==> config.mk <==
export PLATFORM = sky130hd
export DESIGN_NAME = wdt_match_timer
export DESIGN_NICKNAME = d
export VERILOG_FILES = /design/src/rtl/wdt_match_pkg.sv /design/src/rtl/wdt_mt_counter.sv /design/src/rtl/wdt_mt_pulse.sv /design/src/rtl/wdt_match_timer.sv
export SDC_FILE = /design/constraint.sdc
export NUM_CORES = 1
export LEC_CHECK = 0
export BUFFER_PORTS_ARGS = -buffer_cell sky130_fd_sc_hd__clkbuf_2
export CORE_MARGIN = 2
export CORE_UTILIZATION = 60
export CTS_BUF_LIST = sky130_fd_sc_hd__clkbuf_8
export DETAILED_ROUTE_END_ITERATION = 7
export GPL_TIMING_DRIVEN = 0
export HOLD_SLACK_MARGIN = 0.08
export PLACE_DENSITY = 0.81
export SLEW_MARGIN = 10
export SYNTH_ARGS = -nofsm -noshare
export SYNTH_HDL_FRONTEND = slang
export SYNTH_HIERARCHICAL = 1
export SYNTH_SLANG_ARGS = --single-unit
==> constraint.sdc <==
create_clock -name clk -period 3 [get_ports clk]
set_input_delay 0.15 -clock clk [delete_from_list [all_inputs] [get_ports clk]]
set_output_delay 0.15 -clock clk [all_outputs]
set_load 0.005 [all_outputs]
==> src/rtl/wdt_match_pkg.sv <==
package wdt_match_pkg;
  typedef enum logic [2:0] {
    RG_FLAG  = 3'd0,
    RG_CTRL  = 3'd1,
    RG_COUNT = 3'd2,
    RG_MCTRL = 3'd3,
    RG_MATCH = 3'd4,
    RG_MOUT  = 3'd5,
    RG_PLEN  = 3'd6,
    RG_CAUSE = 3'd7
  } reg_idx_e;

  typedef enum logic [1:0] {
    ACT_NONE   = 2'd0,
    ACT_LOW    = 2'd1,
    ACT_HIGH   = 2'd2,
    ACT_TOGGLE = 2'd3
  } match_act_e;

  localparam int CTL_RUN  = 0;
  localparam int CTL_CLR  = 1;
  localparam int CTL_FRZ  = 2;
  localparam int MC_IRQ   = 0;
  localparam int MC_STOP  = 2;
  localparam int MC_IRST  = 3;
  localparam int MC_XRST  = 4;
  localparam int MC_FIRST = 5;
  localparam int MC_FXRST = 6;
endpackage

==> src/rtl/wdt_mt_counter.sv <==
module wdt_mt_counter #(
  parameter int CNT_W = 32
) (
  input  logic             clk,
  input  logic             rst_n,
  input  logic             run_en,
  input  logic             clr_req,
  input  logic             frz_en,
  input  logic             dbg_halt,
  input  logic             stop_on_hit,
  input  logic [CNT_W-1:0] mval,
  output logic [CNT_W-1:0] cnt,
  output logic             hit
);
  logic running;

  assign running = run_en & ~clr_req & ~(frz_en & dbg_halt);
  assign hit     = running && (cnt == mval);

  always_ff @(posedge clk or negedge rst_n) begin
    if (!rst_n) begin
      cnt <= '0;
    end else if (clr_req || (hit && stop_on_hit)) begin
      cnt <= '0;
    end else if (running) begin
      cnt <= cnt + CNT_W'(1);
    end
  end
endmodule

==> src/rtl/wdt_mt_pulse.sv <==
module wdt_mt_pulse #(
  parameter int PLEN_W = 16,
  parameter int EXTRA  = 6,
  localparam int PC_W  = PLEN_W + 1
) (
  input  logic              clk,
  input  logic              por_n,
  input  logic              trig,
  input  logic [PLEN_W-1:0] plen,
  output logic [PC_W-1:0]   pcnt,
  output logic              pulse_n
);
  always_ff @(posedge clk or negedge por_n) begin
    if (!por_n) begin
      pcnt <= '0;
    end else if (pcnt != '0) begin
      pcnt <= pcnt - PC_W'(1);
    end else if (trig) begin
      pcnt <= PC_W'(plen) + PC_W'(EXTRA);
    end
  end

  assign pulse_n = (pcnt == '0);
endmodule

==> src/rtl/wdt_match_timer.sv <==
module wdt_match_timer
  import wdt_match_pkg::*;
#(
  parameter int CNT_W       = 32,
  parameter int PLEN_W      = 16,
  parameter int PULSE_EXTRA = 6,
  parameter int ADDR_W      = 5,
  parameter int DATA_W      = 32
) (
  input  logic              clk,
  input  logic              rst_n,
  input  logic              por_n,
  input  logic              dbg_halt,
  input  logic              bus_sel,
  input  logic              bus_wr,
  input  logic [ADDR_W-1:0] bus_addr,
  input  logic [DATA_W-1:0] bus_wdata,
  output logic [DATA_W-1:0] bus_rdata,
  output logic              irq,
  output logic              int_rst_req,
  output logic              ext_rst_n,
  output logic              match_out
);
  localparam int IDX_LSB = 2;
  localparam int PC_W    = PLEN_W + 1;

  reg_idx_e          idx;
  logic              wr_any, rd_any;
  logic              wr_flag, wr_ctl, wr_mctl, wr_match, wr_mout, wr_plen;
  logic [2:0]        ctl_q;
  logic [4:0]        mctl_q;
  logic [CNT_W-1:0]  mval_q;
  logic [CNT_W-1:0]  cnt_w;
  logic              mout_q;
  logic [1:0]        mact_q;
  logic [PLEN_W-1:0] plen_q;
  logic              flag_q, ireq_q, cause_q;
  logic              hit_w, force_int, force_ext, ext_trig, rst_ask;
  logic              frozen_w, clr_w, run_w, stop_w;
  logic [PC_W-1:0]   pcnt_w;
  logic [DATA_W-1:0] rd_mux;
  logic              unused_addr;

  assign unused_addr = ^bus_addr[IDX_LSB-1:0];
  assign idx         = reg_idx_e'(bus_addr[IDX_LSB +: 3]);
  assign wr_any      = bus_sel & bus_wr;
  assign rd_any      = bus_sel & ~bus_wr;
  assign wr_flag     = wr_any && (idx == RG_FLAG);
  assign wr_ctl      = wr_any && (idx == RG_CTRL);
  assign wr_mctl     = wr_any && (idx == RG_MCTRL);
  assign wr_match    = wr_any && (idx == RG_MATCH);
  assign wr_mout     = wr_any && (idx == RG_MOUT);
  assign wr_plen     = wr_any && (idx == RG_PLEN);

  assign force_int   = wr_mctl & bus_wdata[MC_FIRST];
  assign force_ext   = wr_mctl & bus_wdata[MC_FXRST];
  assign ext_trig    = (hit_w & mctl_q[MC_XRST]) | force_ext;
  assign rst_ask     = (hit_w & (mctl_q[MC_IRST] | mctl_q[MC_XRST])) | force_int | force_ext;

  assign run_w       = ctl_q[CTL_RUN];
  assign clr_w       = ctl_q[CTL_CLR];
  assign frozen_w    = ctl_q[CTL_FRZ] & dbg_halt;
  assign stop_w      = mctl_q[MC_STOP];

  wdt_mt_counter #(.CNT_W(CNT_W)) u_count (
    .clk        (clk),
    .rst_n      (rst_n),
    .run_en     (run_w),
    .clr_req    (clr_w),
    .frz_en     (ctl_q[CTL_FRZ]),
    .dbg_halt   (dbg_halt),
    .stop_on_hit(stop_w),
    .mval       (mval_q),
    .cnt        (cnt_w),
    .hit        (hit_w)
  );

  wdt_mt_pulse #(.PLEN_W(PLEN_W), .EXTRA(PULSE_EXTRA)) u_pulse (
    .clk    (clk),
    .por_n  (por_n),
    .trig   (ext_trig),
    .plen   (plen_q),
    .pcnt   (pcnt_w),
    .pulse_n(ext_rst_n)
  );

  always_ff @(posedge clk or negedge rst_n) begin
    if (!rst_n) begin
      ctl_q  <= '0;
      mctl_q <= '0;
      mval_q <= '0;
      mout_q <= 1'b0;
      mact_q <= '0;
      plen_q <= '0;
      flag_q <= 1'b0;
      ireq_q <= 1'b0;
    end else begin
      if (wr_ctl) begin
        ctl_q <= bus_wdata[2:0];
      end else if (hit_w && stop_w) begin
        ctl_q[CTL_RUN] <= 1'b0;
      end

      if (wr_mctl)  mctl_q <= bus_wdata[4:0];
      if (wr_match) mval_q <= bus_wdata[CNT_W-1:0];
      if (wr_plen)  plen_q <= bus_wdata[PLEN_W-1:0];

      if (wr_mout) begin
        mout_q <= bus_wdata[0];
        mact_q <= bus_wdata[5:4];
      end else if (hit_w) begin
        case (match_act_e'(mact_q))
          ACT_LOW:    mout_q <= 1'b0;
          ACT_HIGH:   mout_q <= 1'b1;
          ACT_TOGGLE: mout_q <= ~mout_q;
          default:    mout_q <= mout_q;
        endcase
      end

      if (hit_w) begin
        flag_q <= 1'b1;
      end else if (wr_flag && bus_wdata[0]) begin
        flag_q <= 1'b0;
      end

      ireq_q <= (hit_w & mctl_q[MC_IRST]) | force_int;
    end
  end

  always_ff @(posedge clk or negedge por_n) begin
    if (!por_n) begin
      cause_q <= 1'b0;
    end else if (rst_ask) begin
      cause_q <= 1'b1;
    end
  end

  always_comb begin
    rd_mux = '0;
    case (idx)
      RG_FLAG:  rd_mux = DATA_W'(flag_q);
      RG_CTRL:  rd_mux = DATA_W'(ctl_q);
      RG_COUNT: rd_mux = DATA_W'(cnt_w);
      RG_MCTRL: rd_mux = DATA_W'(mctl_q);
      RG_MATCH: rd_mux = DATA_W'(mval_q);
      RG_MOUT:  rd_mux = DATA_W'({mact_q, 3'b000, mout_q});
      RG_PLEN:  rd_mux = DATA_W'(plen_q);
      RG_CAUSE: rd_mux = DATA_W'(cause_q);
      default:  rd_mux = '0;
    endcase
  end

  always_ff @(posedge clk or negedge rst_n) begin
    if (!rst_n) begin
      bus_rdata <= '0;
    end else if (rd_any) begin
      bus_rdata <= rd_mux;
    end
  end

  assign irq         = flag_q & mctl_q[MC_IRQ];
  assign int_rst_req = ireq_q;
  assign match_out   = mout_q;
endmodule


==> results of run 1 <==
## cell families after synthesis
| logic type | Yosys count |
|---|---|
| AOI/OAI and AO/OA | 112 |
| xor gates and xnor gates | 82 |
| adders and majority gates | 4 |
| buffers and inverters | 53 |
| DFF | 143 |
| muxes | 82 |
| and+or+nand+nor | 239 |
## worst register-to-register path: cells and delay by family (launching register included)
kind	cells	cell delay, ns
simple gates	3	1.12
compound gates	3	0.69
buf+inv	2	0.45
flops	1	0.38
xor+xnor	1	0.17
## report_power, final
group          leakage, nW  switching [mW]  internal, mW  total, mW
clock network        0.243           0.741          1.07       1.81
logic                 1.91           0.478         0.497      0.975
registers             1.84           0.337          2.20       2.54
total                 3.99            1.56          3.77       5.33
## per-layer routing
layer  part of all wire, %  global-route usage (%)
met1                    41                   39.73
met2                    50                   52.29
met3                   6.1                   6.331
met4                   3.4                   13.73
met5                     0                       0
## layout by cell type (no fill, tap or decap), types with 26 or more instances in the layout
master | Yosys | routed
mux2_2 | 75 | 75
dlygate4sd3_1 | 0 | 38
a22oi_1 | 29 | 29
xor2_1 | 39 | 39
dfrtp_1 | 143 | 143
nor2_1 | 55 | 55
xnor2_1 | 43 | 43
nor3_1 | 26 | 26
nand2_1 | 52 | 52
clkbuf_2 | 1 | 76
## state kept, by name, indices dropped and copies added (netlist names)
signal	count
mval_q	32
mctl_q	5
u_pulse/pcnt	17
cause_q	1
flag_q	1
u_count/cnt	32
ctl_q	3
plen_q	16
int_rst_req	1
match_out	1
mact_q	2
bus_rdata	32
## metrics by stage
step	total power, mW	setup TNS [ns]	area, sq um	cells	setup slack, ns
2_1_floorplan	3.088	0	7589	715	0.2347
3_3_place_gp	3.402	-13.25	8179	962	-0.8943
3_5_place_dp	3.471	-7.641	8222	963	-0.5762
4_1_cts	5.314	0	9100	1034	0.03345
5_1_grt	5.555	0	9114	1035	0.01426
6_report	5.328	0	9114	1035	0.09155
## worst max-delay path by stage
stage / from / endpoint / slack, ns / depth (start not counted)
2_1_floorplan: u_count/cnt[22]$_DFFE_PN0P_ / u_pulse/pcnt[11]$_DFFE_PN0P_ / 0.23 / 9
3_3_place_gp: u_count/cnt[22]$_DFFE_PN0P_ / u_pulse/pcnt[11]$_DFFE_PN0P_ / -0.89 / 9
3_5_place_dp: u_count/cnt[22]$_DFFE_PN0P_ / u_pulse/pcnt[11]$_DFFE_PN0P_ / -0.58 / 9
4_1_cts: u_count/cnt[17]$_DFFE_PN0P_ / u_pulse/pcnt[11]$_DFFE_PN0P_ / 0.03 / 8
5_1_grt: u_count/cnt[22]$_DFFE_PN0P_ / u_pulse/pcnt[11]$_DFFE_PN0P_ / 0.01 / 9
6_report: u_count/cnt[22]$_DFFE_PN0P_ / u_pulse/pcnt[11]$_DFFE_PN0P_ / 0.09 / 9
## area by class of cell
| class | count | area [sq um] |
|---|---|---|
| flip-flops and latches | 143 | 3578 |
| clock buffers | 21 | 289.0 |
| multi-input cells | 519 | 3729 |
| inverters | 13 | 48.80 |
| well taps | 172 | 215.2 |
| fillers | 899 | 3352 |
| clock inverters | 11 | 185.2 |
| repair buffers | 116 | 807.0 |
| plain buffers | 40 | 261.5 |
## timing repair
item                                   4_1_cts  5_1_grt
setup endpoints to repair                   17       17
pin swaps                                    1        1
gates resized for setup                      3        1
setup buffers                                1        1
endpoints found under the hold margin      205        0
hold buffers                                38        0
==> metrics.csv, run 1 <==
metric;value;unit
status;finished, final reports clean;
hold_viol;0;
synth.mux.area_fraction;12.07;%
core_area;0.01247;sq mm
synth.area.top_cells;dfrtp_1, mux2_2, xnor2_1, xor2_1, a22oi_1;
holdPathEnd;u_count/cnt[1]$_DFFE_PN0P_;
slew_headroom;57.76;%
grt_overflow_total;0;
ys_ff_latch;143;
synth_compound_area_share;9.975;%
ir_drop;0.2910;mV
synth_simple_gate_area_share;16.60;%
synth_top_cell_by_area;dfrtp_1;
yosys_warnings;6;
antenna_found_initial;0;
synth_edf_count;0;
grt_pass1_wl;32.09;mm
drt-wirelength-per-cell;19.42;um
leakagePower;3.988;nW
first_iter_violations;607;
fmaxAchievable;343.8;MHz
power.density;584.6;mW/mm^2
synth_top_family_by_area;simple AND/OR/NAND/NOR gates;
syn-num-nets;762;
first_pass_iters;6;
finalNetCount;897;
rows;41;
synthArstFlopShare;100.0;%
syn_to_final_growth;20.10;%
crit_family;simple AND/OR/NAND/NOR gates;
io_pins;79;
start_util;60.88;%
whs_path_depth;4;
root_buffer;clkbuf_8;
yosysSeqAreaShare;47.16;%
cp_slowest_stage_delay;0.43;ns
drc_errors;0;
grt_start_max_net_pins;111;
gp_congestion;0.9108;
die_w;116.5;um
num_antenna_cells;0;
cts_buffer_depth;2;
grt_pass1_vias;6335;
layout_min_cycle_time;2.908;ns
numCtsBuffers;17;
setup_violations;0;
ant_nets;0;
cts_tree;built;
port-buffer-count;75;
dieHeight;116.5;um
worst-path-max-fanout;10;
drive_gt1_share;27.58;%
ys_types;64;
rsz0062_at_grt;false;
cts.clk_slew.worst_paths;0.08;ns
r2r_end;u_pulse/pcnt[11]$_DFFE_PN0P_;
startpoint_type;register;
whs;0.1295;ns
critPathKind;register to register;
hp-class;input pin to register;
cts_htree_levels;4;
fin_skew;0.01252;ns
crit_slowest_cell;nor4_4;
die-area;0.01356;sq mm
netlist_area;0.007589;sq mm
clock_sinks;143;
critPathArrivalTime;3.28;ns
r2r_cells;9;
r2r_slack;0.09;ns
synthTopCellsByCount;dfrtp_1, mux2_2, nor2_1;
slew_violations;0;
r2r_start;u_count/cnt[22]$_DFFE_PN0P_;
crit_buf_inv;2;
synth.most_common_cell;dfrtp_1;
synth_xor_area_share;9.464;%
synth_cells;715;
synth_area_per_cell;10.61;sq um
routed_wl;20.10;mm
cp_cell_sequence;buf_2 -> xor2_1 -> nor4_2 -> nand4_1 -> nor4_4 -> a22o_1 -> clkbuf_2 -> a21oi_1 -> a311oi_1;
fin_util;73.11;%
synthAdderAreaFrac;0.6595;%
gr-usage-all-layers;31.29;%
hold_start;dbg_halt;
period_share;96.95;%
ys.flop_type;dfrtp_1;
cp.required;3.37;ns
cap_violations;0;
dp_hpwl;13.89;mm
yosys.area.top_type_share;47.16;%
critPathCaptureType;register;
vias;6310;
vias_per_cell;6.097;
clk_latency;0.47;ns
tightest_slew;0.6329;ns
(Power assumes the default switching activity.)
==> inputs of run 2 (changes only) <==
--- a/config.mk
+++ b/config.mk
@@ -5,14 +5,16 @@
 export SDC_FILE = /design/constraint.sdc
 export NUM_CORES = 1
 export LEC_CHECK = 0
+export ABC_AREA = 1
 export BUFFER_PORTS_ARGS = -buffer_cell sky130_fd_sc_hd__clkbuf_2
+export CAP_MARGIN = 20
 export CORE_MARGIN = 2
-export CORE_UTILIZATION = 60
+export CORE_UTILIZATION = 56
 export CTS_BUF_LIST = sky130_fd_sc_hd__clkbuf_8
 export DETAILED_ROUTE_END_ITERATION = 7
 export GPL_TIMING_DRIVEN = 0
 export HOLD_SLACK_MARGIN = 0.08
-export PLACE_DENSITY = 0.81
+export PLACE_DENSITY = 0.79
 export SLEW_MARGIN = 10
 export SYNTH_ARGS = -nofsm -noshare
 export SYNTH_HDL_FRONTEND = slang
==> constraint.sdc (replaced) <==
create_clock -name clk -period 2.56 [get_ports clk]
set_input_delay 0.128 -clock clk [delete_from_list [all_inputs] [get_ports clk]]
set_output_delay 0.128 -clock clk [all_outputs]
set_load 0.005 [all_outputs]
==> run 2 against run 1 <==
Critical path depth rose by 3. Combinational power rose by 52%. Largest power group unchanged. Register-to-register slack barely moved. Clock-buffer cell count fell by 2. Global-route usage fell by 0.73 points. Design area rose by 9.2%. Non-clock buffer count fell by 4.
==> metrics.csv, run 2 <==
metric;value;unit;change
antenna_found_initial;0;;unchanged
ff_latch_area;0.003580;sq mm;about the same
port-buffer-count;76;;+1.3%
grt_pass1_vias;7904;;+25%
leakagePower;5.158;nW;+29%
setup_violations;0;;unchanged
met2_length;10.71;mm;+7.5%
synth_top_cell_by_area;dfrtp_1;;
first_iter_violations;916;;+51%
syn_to_final_growth;17.61;%;
cts_buffer_depth;2;;unchanged
slew_violations;0;;unchanged
final_cell_mix;nand2_1, dfrtp_1, inv_1;;
gp_congestion;0.9489;;+4.2%
placed_cell_area;0.009111;sq mm;+11%
fin_skew;0.01320;ns;+0.0006793 ns
cap_violations;0;;unchanged
critPathCaptureType;register;;
ant_nets;0;;unchanged
cp.required;2.91;ns;-0.46 ns
die-area;0.01611;sq mm;+19%
top_regs;bus_rdata: 32 flops, mval_q: 32 flops, u_count/cnt: 32 flops;;
cts.clk_slew.worst_paths;0.08;ns;about the same
synth.most_common_cell;nand2_1;;
critPathKind;register to register;;
critPathArrivalTime;2.81;ns;-0.47 ns
cts_tree;built;;
finalNonFillerCells;1544;;+49%
synthArstFlopShare;100.0;%;unchanged
final_area;0.009955;sq mm;+9.2%
yosys_warnings;6;;unchanged
cts_htree_levels;4;;unchanged
dieHeight;126.9;um;+9.0%
grt_pass1_wl;39.02;mm;+22%
numCtsBuffers;17;;unchanged
clock_sinks;143;;unchanged
status;finished, final reports clean;;
fmaxAchievable;406.0;MHz;+18%
period_share;96.20;%;-0.74 points
core_area;0.01464;sq mm;+17%
num_antenna_cells;0;;unchanged
layout_min_cycle_time;2.463;ns;-0.4456 ns
drt-wirelength-per-cell;15.47;um;-20%
worst-path-max-fanout;8;;-2
gr-usage-all-layers;30.57;%;-0.73 points
post-route-worst-setup-slack;0.09716;ns;+0.005611 ns
finalNetCount;1395;;+56%
hold_viol;0;;unchanged
top_layer;met4;;
synth_area_per_cell;6.967;sq um;-34%
synth_cells;1215;;+70%
clk_latency;0.46;ns;about the same
wl_met1;10.64;mm;+29%
ir_drop;0.4102;mV;+41%
drc_errors;0;;unchanged
final_common_cell;nand2_1;;
first_pass_iters;6;;unchanged
hp-class;input pin to asynchronous set/reset pin;;
routed-wl-met3;1.991;mm;+64%
drive_gt1_share;13.16;%;-14 points
tightest_slew;0.7527;ns;+0.1199 ns
vias;8592;;+36%
ys_types;40;;-38%
multi_input_area;0.004238;sq mm;+14%
vias_per_cell;5.565;;-8.7%
synthTopCellsByCount;nand2_1, dfrtp_1, inv_1, nor2_1, nand3_1;;
ys_ff_latch;143;;unchanged
routed_wl;23.89;mm;+19%
dp_hpwl;17.56;mm;+26%
power.density;658.5;mW/mm^2;+13%
place_ws;-0.4214;ns;+0.1548 ns
grt_overflow_total;0;;unchanged
grt_start_max_net_pins;78;;-30%
netlist_area;0.008464;sq mm;+12%
root_buffer;clkbuf_8;;
fillCellCount;1289;;+43%
dp.cells;1476;;+53%
yosys.area.top_type_share;42.28;%;-4.9 points
syn-num-nets;1262;;+66%
startpoint_type;register;;
slew_headroom;49.54;%;-8.2 points
start_util;57.80;%;-3.1 points
synth.area.top_cells;dfrtp_1, nand2_1, nand3_1, inv_1, nor2_1;;
ys.flop_type;dfrtp_1;;
io_pins;79;;unchanged
die_w;126.9;um;+9.0%
synth_edf_count;0;;unchanged
rows;44;;+7.3%
yosysSeqAreaShare;42.28;%;-4.9 points
setup_tns;0;ns;unchanged
==> run 2: cell types whose count changed after synthesis, moves of 15 or more <==
cell | before | now
o21ai_1 | 19 | 1
nor4_1 | 22 | 7
nand4_1 | 13 | 40
nor2_1 | 55 | 116
nand2_1 | 52 | 477
a22oi_1 | 29 | 0
mux2_2 | 75 | 0
o21ai_0 | 18 | 58
inv_1 | 13 | 116
xnor2_1 | 43 | 14
nand3_1 | 18 | 90
==> run 2: worst paths after layout <==
kind,from,endpoint,slack (ns),cells past startpoint
min in group clk,bus_wr,bus_rdata[1]$_DFFE_PN0P_,0.17,4
hold / removal,por_n,u_pulse/pcnt[0]$_DFFE_PN0P_,0.16,2
setup / recovery,u_count/cnt[31]$_DFFE_PN0P_,u_pulse/pcnt[14]$_DFFE_PN0P_,0.1,12
max in group asynchronous,rst_n,u_count/cnt[23]$_DFFE_PN0P_,1.69,3
setup reg to reg,u_count/cnt[31]$_DFFE_PN0P_,u_pulse/pcnt[14]$_DFFE_PN0P_,0.1,12
hold reg to reg,bus_rdata[18]$_DFFE_PN0P_,bus_rdata[18]$_DFFE_PN0P_,0.49,2
==> run 2: routing by layer <==
layer | vias up | global-route usage, %
li1 | 4090 | -
met5 | - | 0
met1 | 4045 | 44.31
met2 | 402 | 46.87
met3 | 55 | 5.863
met4 | 0 | 9.373
==> run 2: logic make-up after synthesis <==
family                   share of synthesized area [%]
AO/OA/AOI/OAI                                    4.863
XOR/XNOR                                         4.449
adder cells (fa/ha/maj)                         0.5913
buffers and inverters                            7.894
flip-flops                                       42.28
AND/OR/NAND/NOR                                  39.93
==> run 2: critical path: stages (launching register included) <==
cell and delay [ns]:
dfrtp_1 0.44, xnor2_1 0.35, nand3_1 0.14, nor3_1 0.20
nand3_1 0.16, nor2_4 0.16, nand2_1 0.08, o21ai_2 0.18
inv_1 0.15, nor2_2 0.24, nand2_1 0.10, nor2_1 0.09
nor2_1 0.04
==> run 2: repair_timing <==
action	CTS	global route
endpoints found under the setup margin	13	5
hold buffers	36	0
setup buffers	0	1
pin swaps	0	1
gates resized for setup	4	4
endpoints found under the hold margin	202	0
==> run 2: cell type report <==
class	count	share of cell area (%)
multi-input combinational	907	42.57
sequential	143	35.96
timing repair buffer	114	7.881
inverter	127	4.801
clock buffer	19	2.627
tap	184	2.313
clock inverter	12	1.936
buffer	38	1.911
==> run 2: power by group <==
part	leakage [nW]	internal [mW]	total [mW]	switching, mW
registers	1.86	2.59	3.00	0.413
logic	3.06	0.568	1.48	0.910
clock network	0.234	1.20	2.08	0.880
total	5.16	4.35	6.55	2.20
==> run 2: metrics by stage <==
step	hold slack (ns)	utilization [%]	power (mW)
3_3_place_gp	0.09782	61.97	4.370
2_1_floorplan	-0.1676	-	3.910
4_1_cts	0.1398	67.86	6.532
5_1_grt	0.1756	67.98	6.917
6_report	0.1615	67.98	6.555
3_5_place_dp	0.09586	62.22	4.426
